--- src/rtl/uart_flow_pkg.sv ---
package uart_flow_pkg;
  // Decisions handed from control to datapath each cycle
  typedef struct packed {
    logic rtsNext;
    logic pendNext;
    logic gateKeep;
    logic evtMask;
    logic permitOpen;
  } flowCtl_t;

  // Registered state handed back from datapath to control
  typedef struct packed {
    logic rtsN;
    logic pend;
    logic gate;
    logic ctsActive;
  } flowState_t;
endpackage

--- src/rtl/uart_flow_ctl.sv ---
module uart_flow_ctl
  import uart_flow_pkg::*;
#(
  parameter int DEPTH  = 16,
  parameter int TRIG_0 = 1,
  parameter int TRIG_1 = 4,
  parameter int TRIG_2 = 8,
  localparam int CNT_W = $clog2(DEPTH + 1)
) (
  input  logic             flowEn,
  input  logic             rtsBit,
  input  logic [CNT_W-1:0] rxCount,
  input  logic [1:0]       trigSel,
  input  logic             rxFirstBit,
  input  logic             txStopMid,
  input  flowState_t       st,
  output flowCtl_t         ctl
);
  localparam logic [CNT_W-1:0] FULL_CNT = CNT_W'(DEPTH);
  localparam logic [CNT_W-1:0] LAST_CNT = CNT_W'(DEPTH - 1);

  logic             autoRts;
  logic             nearFullMode;
  logic [CNT_W-1:0] trigLevel;
  logic             isFull;
  logic             isLast;
  logic             lowRelease;
  logic             topRelease;

  always_comb begin
    case (trigSel)
      2'd0:    trigLevel = CNT_W'(TRIG_0);
      2'd1:    trigLevel = CNT_W'(TRIG_1);
      default: trigLevel = CNT_W'(TRIG_2);
    endcase
  end

  assign autoRts      = flowEn & rtsBit;
  assign nearFullMode = (trigSel == 2'd3);
  assign isFull       = (rxCount == FULL_CNT);
  assign isLast       = (rxCount == LAST_CNT);

  // Low triggers: release at trigger, hold until drained
  assign lowRelease = st.rtsN ? (rxCount != '0) : (rxCount >= trigLevel);
  // Top trigger: release while full or while last character is arriving
  assign topRelease = isFull | (isLast & (st.pend | rxFirstBit));

  always_comb begin
    ctl = '0;
    ctl.pendNext   = autoRts & nearFullMode & isLast & (st.pend | rxFirstBit);
    if (!autoRts)          ctl.rtsNext = ~rtsBit;
    else if (nearFullMode) ctl.rtsNext = topRelease;
    else                   ctl.rtsNext = lowRelease;
    ctl.gateKeep   = st.gate & ~txStopMid;
    ctl.evtMask    = flowEn;
    ctl.permitOpen = ~flowEn;
  end
endmodule

--- src/rtl/uart_flow_dp.sv ---
module uart_flow_dp
  import uart_flow_pkg::*;
#(
  parameter int SYNC_STAGES = 2
) (
  input  logic       clk,
  input  logic       rst,
  input  logic       ctsN,
  input  flowCtl_t   ctl,
  output flowState_t st,
  output logic       rtsN,
  output logic       txPermit,
  output logic       ctsChangeEvt
);
  logic [SYNC_STAGES-1:0] syncQ;
  logic                   ctsDly;
  logic                   rtsQ;
  logic                   pendQ;
  logic                   gateQ;

  generate
    for (genvar i = 0; i < SYNC_STAGES; i++) begin : g_sync
      if (i == 0) begin : g_first
        always_ff @(posedge clk) begin
          if (rst) syncQ[0] <= 1'b1;
          else     syncQ[0] <= ctsN;
        end
      end else begin : g_rest
        always_ff @(posedge clk) begin
          if (rst) syncQ[i] <= 1'b1;
          else     syncQ[i] <= syncQ[i-1];
        end
      end
    end
  endgenerate

  always_ff @(posedge clk) begin
    if (rst) begin
      ctsDly <= 1'b1;
      rtsQ   <= 1'b1;
      pendQ  <= 1'b0;
      gateQ  <= 1'b0;
    end else begin
      ctsDly <= syncQ[SYNC_STAGES-1];
      rtsQ   <= ctl.rtsNext;
      pendQ  <= ctl.pendNext;
      gateQ  <= ctl.gateKeep ? 1'b1 : ~syncQ[SYNC_STAGES-1];
    end
  end

  assign st.rtsN      = rtsQ;
  assign st.pend      = pendQ;
  assign st.gate      = gateQ;
  assign st.ctsActive = ~syncQ[SYNC_STAGES-1];

  assign rtsN         = rtsQ;
  assign txPermit     = ctl.permitOpen | gateQ;
  assign ctsChangeEvt = (syncQ[SYNC_STAGES-1] ^ ctsDly) & ~ctl.evtMask;
endmodule

--- src/rtl/uart_flow_ctrl.sv ---
module uart_flow_ctrl
  import uart_flow_pkg::*;
#(
  parameter int DEPTH       = 16,
  parameter int SYNC_STAGES = 2,
  localparam int CNT_W      = $clog2(DEPTH + 1)
) (
  input  logic             clk,
  input  logic             rst,
  input  logic             flowEn,
  input  logic             rtsBit,
  input  logic [CNT_W-1:0] rxCount,
  input  logic [1:0]       trigSel,
  input  logic             rxFirstBit,
  input  logic             txStopMid,
  input  logic             ctsN,
  output logic             rtsN,
  output logic             txPermit,
  output logic             ctsChangeEvt
);
  flowCtl_t   ctl;
  flowState_t st;

  uart_flow_ctl #(.DEPTH(DEPTH)) u_ctl (
    .flowEn     (flowEn),
    .rtsBit     (rtsBit),
    .rxCount    (rxCount),
    .trigSel    (trigSel),
    .rxFirstBit (rxFirstBit),
    .txStopMid  (txStopMid),
    .st         (st),
    .ctl        (ctl)
  );

  uart_flow_dp #(.SYNC_STAGES(SYNC_STAGES)) u_dp (
    .clk          (clk),
    .rst          (rst),
    .ctsN         (ctsN),
    .ctl          (ctl),
    .st           (st),
    .rtsN         (rtsN),
    .txPermit     (txPermit),
    .ctsChangeEvt (ctsChangeEvt)
  );
endmodule

--- config.mk ---
export PLATFORM = sky130hd
export DESIGN_NAME = uart_flow_ctrl
export DESIGN_NICKNAME = d
export VERILOG_FILES = /design/src/rtl/uart_flow_pkg.sv /design/src/rtl/uart_flow_ctl.sv /design/src/rtl/uart_flow_dp.sv /design/src/rtl/uart_flow_ctrl.sv
export SDC_FILE = /design/constraint.sdc
export NUM_CORES = 1
export LEC_CHECK = 0
export ABC_AREA = 1
export BUFFER_PORTS_ARGS = -buffer_cell sky130_fd_sc_hd__buf_2
export CAP_MARGIN = 20
export CORE_AREA = 8 8 45 47
export DETAILED_ROUTE_END_ITERATION = 6
export DIE_AREA = 0 0 53 55
export GPL_ROUTABILITY_DRIVEN = 0
export GPL_TIMING_DRIVEN = 0
export PLACE_DENSITY = 0.63
export SLEW_MARGIN = 10
export SYNTH_ARGS = -nofsm -noshare
export SYNTH_HDL_FRONTEND = slang
export SYNTH_HIERARCHICAL = 1
export SYNTH_SLANG_ARGS = --single-unit
--- constraint.sdc ---
create_clock -name clk -period 2.1 [get_ports clk]
set_input_delay 0.21 -clock clk [delete_from_list [all_inputs] [get_ports clk]]
set_output_delay 0.21 -clock clk [all_outputs]
set_load 0.1 [all_outputs]
==> metrics.cfg, run 1 <==
[global_routing]
grt_max_degree = 6
grt_pass1_wl_um = 1442
antenna_found_initial = 0
grt_pass1_vias = 396
grt_usage_pct = 6.776
grt-ovfl-total = 0

[die]
ios = 17
die_h_um = 55
dieWidth_um = 53
start_util_pct = 31.28
core_area_um2 = 1384
dieArea_um2 = 2915
rows = 14

[power_and_ir_drop]
powerDensity_nw_per_um2 = 544.5
irDropWorstVdd_mv = 0.3098
swShare_pct = 30.27
p_leak_nw = 0.3409
p_total_mw = 0.3025
power_frac_clock_pct = 34.3
p_int_mw = 0.2109
seq_power_share_pct = 39.7
comb_power_share_pct = 26.0
switching_power_mw = 0.09158

[sta]
setup_viol_count_final = 0
tightest_slew_ns = 0.4866
clock.fmax_mhz = 730.8
finalHoldViolations = 0
fin_skew_ns = 0.003137
slew_headroom_pct = 67.78
rsz0062_at_grt = false
slew_viol_final = 0
fin_crit_ns = 1.368
fin_setup_tns_ns = 0
finalCritPeriodShare_pct = 65.16

[routing]
wl_per_cell_um = 7.898
drt_iter0_drc = 8
drt-pass1-iter-count = 2
drtAntennaViolNets = 0
drc = 0
routed_wl_um = 853
vias = 417
drt-vias-per-instance = 3.861

[synth]
synth_cell_types = 12
synth.area.top_cells = dfxtp_1 28%, nand2_1 19%, nor2_1 14%, inv_1 11%, ha_1 8.7%
synth.top_cell.area_share_pct = 27.75
synthCells = 73
synth.net_count = 90
syn_avg_cell_area_um2 = 5.930
synth-seq-area-share_pct = 27.75
syn_area_um2 = 432.9
yosys_warnings = 6
yosys.area.top_type = dfxtp_1
ys_ff_latch = 6

[clock_network]
worstSkewPairLatency_ns = 0.24
ctsResizeCount = 0
post_cts_buffers = 0
numClockSinks = 6
root_buffer = clkbuf_4
ctsHoldBuffers = 0
cts_buffers = 3
clk_pin_slew_worst_paths_ns = 0.04
cts_buffer_depth = 2
htreeDepth = 1
cts_tree = yes

[worst_setup_path]
path_max_fanout = 3
arrival_ns = 1.16
reg2reg_depth = 10
reg2reg_from = u_dp/rtsN
endpoint_kind = output port
critical_path_required_ns = 1.89
start_kind = flop
worstSetupStartpoint = u_dp/syncQ[1]
critical_path_class = reg -> out

[cells_and_area]
n_antenna_cell = 0
finalInstanceArea_um2 = 555.5
drive_gt1_share_pct = 27.17
syn_to_final_growth_pct = 28.32
final_net_count = 111
fin_util_pct = 40.14

[place]
placed_cell_area_um2 = 533.0
dp_hpwl_um = 747.4
portBuffers = 16

[hold_path]
min_from = ctsN
hold_path_class = in -> reg
whs_path_depth = 2

[status]
status = complete, no violations

[flow_run]
drv_cap = 0

==> final cells by class <==
| class | count | area (um^2) |
|---|---|---|
| Buffer | 4 | 30.03 |
| Clock buffer | 3 | 22.52 |
| Fill cell | 162 | 828.3 |
| Inverter | 13 | 48.80 |
| Multi-Input combinational cell | 50 | 234.0 |
| Sequential cell | 6 | 120.1 |
| Tap cell | 16 | 20.02 |
| Timing Repair Buffer | 16 | 80.08 |
==> worst paths after layout <==
path,to,slack (ns)
setup reg to reg,u_dp/rtsN,0.96
hold reg to reg,u_dp/syncQ[1],0.40
hold / removal,u_dp/syncQ[0],0.15
setup / recovery,ctsChangeEvt,0.73
==> power groups by stage <==
stage	Sequential (mW)	Clock, mW	Combinational (mW)
after CTS	0.120	0.110	0.0797
final	0.120	0.104	0.0786
after detailed placement	0.122	0	0.0796
after global routing	0.120	0.124	0.0878
after global placement	0.122	0	0.0786
after floorplan	0.129	0	0.0470
==> cell usage in the layout (no fill, tap or decap), drive strengths merged <==
master / Yosys / routed
nand3: 2 / 2
nor2: 16 / 16
dfxtp: 6 / 6
ha: 3 / 3
buf: 4 / 20
inv: 13 / 13
clkbuf: 0 / 3
nand2: 23 / 23
nor3: 1 / 1
or2: 4 / 4
nand3b: 1 / 1
==> per-layer routing <==
metal / vias up / GRT usage, % / share of wire [%]
li1: 248 / - / -
met4: 0 / 3.879 / 0
met3: 0 / 4.278 / 5.2
met5: - / 0 / 0
met1: 164 / 6.231 / 41
met2: 5 / 11.33 / 54
==> cells in the mapped netlist, drive strengths merged <==
library cell / instances
nand3b: 1
buf: 4
or2: 4
nand2: 23
nor2: 16
nand3: 2
dfxtp: 6
ha: 3
inv: 13
nor3: 1
==> state kept, by name (all words and copies together) (netlist names) <==
| name | cells |
|---|---|
| u_dp/rtsN | 1 |
| u_dp/pendQ | 1 |
| u_dp/ctsDly | 1 |
| u_dp/gateQ | 1 |
| u_dp/syncQ | 2 |
==> critical path, cell delays in order (launching register included) <==
cell	delay [ns]
dfxtp_1	0.31
nand2_1	0.06
nand2_1	0.05
nor2_1	0.07
buf_2	0.43
==> through the flow <==
stage | hold slack (ns) | cells | worst slack (ns)
3_5_place_dp | 0.3907 | 105 | 0.6272
3_3_place_gp | 0.3888 | 105 | 0.6489
2_1_floorplan | 0.2812 | 73 | 0.2318
5_1_grt | 0.1337 | 108 | 0.6626
4_1_cts | 0.1397 | 108 | 0.7115
6_report | 0.1456 | 108 | 0.7316
==> cells by family after synthesis <==
family / count (synthesis) / share of synthesized area, %
flip-flops: 6 / 27.75
AND/OR/NAND/NOR: 47 / 45.38
buffers and inverters: 17 / 18.21
adder cells (fa/ha/maj): 3 / 8.671
No activity file was read; power rests on OpenSTA's default activity.
==> run 2: changes to the inputs <==
Clock period 2.1 ns to 1.4 ns, I/O delays scaled along.
==> run 2 against run 1 <==
  * Non-clock buffer count stayed put
  * Clock-buffer cell count stayed put
  * Wire length is 3.3% higher
  * Global-route usage is 0.11 points higher
  * Total power is 49% higher
  * Sequential share of layout area is 0.079 points higher
  * Clock power is 43% higher
  * Final area is 0.68% higher
  * Critical endpoint unchanged
  * Combinational power is 51% higher
==> metrics.cfg, run 2 (synthesized netlist as in run 1, its figures left out) <==
[global_routing]
grt_usage_pct = 6.885  ; was 6.776%
grt-ovfl-total = 0  ; unchanged
grt_max_degree = 6  ; unchanged
grt_pass1_vias = 420  ; was 396
antenna_found_initial = 0  ; unchanged
grt_pass1_wl_um = 1511  ; was 1442 um

[clock_network]
root_buffer = clkbuf_4  ; unchanged
ctsHoldBuffers = 0  ; unchanged
htreeDepth = 1  ; unchanged
cts_buffer_depth = 2  ; unchanged
post_cts_buffers = 0  ; unchanged
ctsResizeCount = 0  ; unchanged
cts_buffers = 3  ; unchanged
cts_tree = yes  ; unchanged
clk_pin_slew_worst_paths_ns = 0.04  ; about the same
numClockSinks = 6  ; unchanged
worstSkewPairLatency_ns = 0.23  ; was 0.24 ns

[die]
rows = 14  ; unchanged
core_area_um2 = 1384  ; unchanged
ios = 17  ; unchanged
die_h_um = 55  ; unchanged
dieWidth_um = 53  ; unchanged
dieArea_um2 = 2915  ; unchanged
start_util_pct = 31.28  ; unchanged

[worst_setup_path]
critical_path_required_ns = 1.26  ; was 1.89 ns
arrival_ns = 1.16  ; about the same
critical_path_class = reg -> out  ; unchanged
reg2reg_slack_ns = 0.24  ; was 0.96 ns
endpoint_kind = output port  ; unchanged
crit_slowest_cell = buf_2  ; unchanged
cpPeakStageDelay_ns = 0.42  ; was 0.43 ns
path_max_fanout = 3  ; unchanged
start_kind = flop  ; unchanged
path_cells = nor2_1 > nor2_2 > buf_2  ; was nand2_1 > nand2_1 > nor2_1 > buf_2

[sta]
fin_crit_ns = 1.302
slew_headroom_pct = 67.80  ; was 67.78%
clock.fmax_mhz = 768.2
setup_viol_count_final = 0  ; unchanged
rsz0062_at_grt = false  ; unchanged
fin_skew_ns = 0.001443  ; was 0.003137 ns
finalHoldViolations = 0  ; unchanged
hold_slack_ns = 0.09289  ; was 0.1456 ns
fin_setup_tns_ns = 0  ; unchanged
slew_viol_final = 0  ; unchanged
finalCritPeriodShare_pct = 92.98
tightest_slew_ns = 0.4864  ; was 0.4866 ns

[routing]
drc = 0  ; unchanged
vias = 426  ; was 417
drt-vias-per-instance = 3.944  ; was 3.861
wl_per_cell_um = 8.157  ; was 7.898 um
drt_iter0_drc = 8  ; unchanged
drt-pass1-iter-count = 4  ; was 2
routed_wl_um = 881  ; was 853 um
drtAntennaViolNets = 0  ; unchanged

[hold_path]
hold_path_class = in -> reg  ; unchanged

[place]
dp_hpwl_um = 753.7  ; was 747.4 um
portBuffers = 16  ; unchanged

[cells_and_area]
drive_gt1_share_pct = 29.35  ; was 27.17%
largest_reg_flops = 2  ; unchanged
regMostFlops = u_dp/syncQ  ; unchanged
n_antenna_cell = 0  ; unchanged
final_net_count = 111  ; unchanged
syn_to_final_growth_pct = 29.19  ; was 28.32%
layout_common_cells = 22 x nand2_1, 16 x buf_2, 15 x nor2_1, 13 x inv_1, 5 x dfxtp_1  ; was 22 x nand2_1, 16 x buf_2, 16 x nor2_1, 13 x inv_1, 6 x dfxtp_1
fin_util_pct = 40.42  ; was 40.14%
layout_commonest_cell = nand2_1  ; unchanged
fillCellCount = 160  ; was 162

[power_and_ir_drop]
powerDensity_nw_per_um2 = 803.4  ; was 544.5 nW/um^2
p_total_mw = 0.4493  ; was 0.3025 mW
p_leak_nw = 0.3401  ; was 0.3409 nW
irDropWorstVdd_mv = 0.6439  ; was 0.3098 mV

[flow_run]
drv_cap = 0  ; unchanged

[status]
status = complete, no violations  ; unchanged

==> run 2: cell counts in the layout (fill, tap and decap cells not counted) <==
Identical to the previous run, type by type.
==> run 2: path summary, 6_finish.rpt <==
kind         cells after the start           from             to
max                              3  u_dp/syncQ[1]   ctsChangeEvt
min                              2           ctsN  u_dp/syncQ[0]
max reg2reg                     10      u_dp/rtsN      u_dp/rtsN
min reg2reg                      1  u_dp/syncQ[0]  u_dp/syncQ[1]
==> run 2: stage by stage <==
| stage | setup slack (ns) | instances | area (um^2) |
|---|---|---|---|
| after global placement | 0.01468 | 105 | 536.8 |
| after CTS | 0.08161 | 108 | 559.3 |
| after detailed placement | 0.007498 | 105 | 536.8 |
| after floorplan | -0.08036 | 73 | 436.7 |
| final | 0.09828 | 108 | 559.3 |
| after global routing | 0.02680 | 108 | 559.3 |
==> run 2: final cells by class <==
class | count | area [um^2] | area share (%)
plain buffers | 4 | 30.03 | 5.369
clock buffers | 3 | 22.52 | 4.027
inverters | 13 | 48.80 | 8.725
multi-input cells | 50 | 236.5 | 42.28
flip-flops and latches | 6 | 121.4 | 21.70
well taps | 16 | 20.02 | 3.579
repair buffers | 16 | 80.08 | 14.32
==> run 2: metal layers <==
metal / part of all wire [%] / global-route usage [%] / vias to the layer above
li1: - / - / 249
met5: 0 / 0 / -
met4: 2.2 / 2.586 / 0
met2: 47 / 11.13 / 9
met1: 47 / 7.751 / 166
met3: 4.0 / 3.209 / 2
==> run 2: where the power goes <==
part | switching (mW) | total (mW) | internal (mW)
Combinational | 0.0773 | 0.119 | 0.0420
Sequential | 0.00261 | 0.181 | 0.178
Clock | 0.0529 | 0.149 | 0.0963
==> run 2: worst max-delay path: cells and delay by family, from the launching register on <==
family / cells / cell delay, ns
flip-flops: 1 / 0.35
buffers and inverters: 1 / 0.42
AND/OR/NAND/NOR: 2 / 0.16
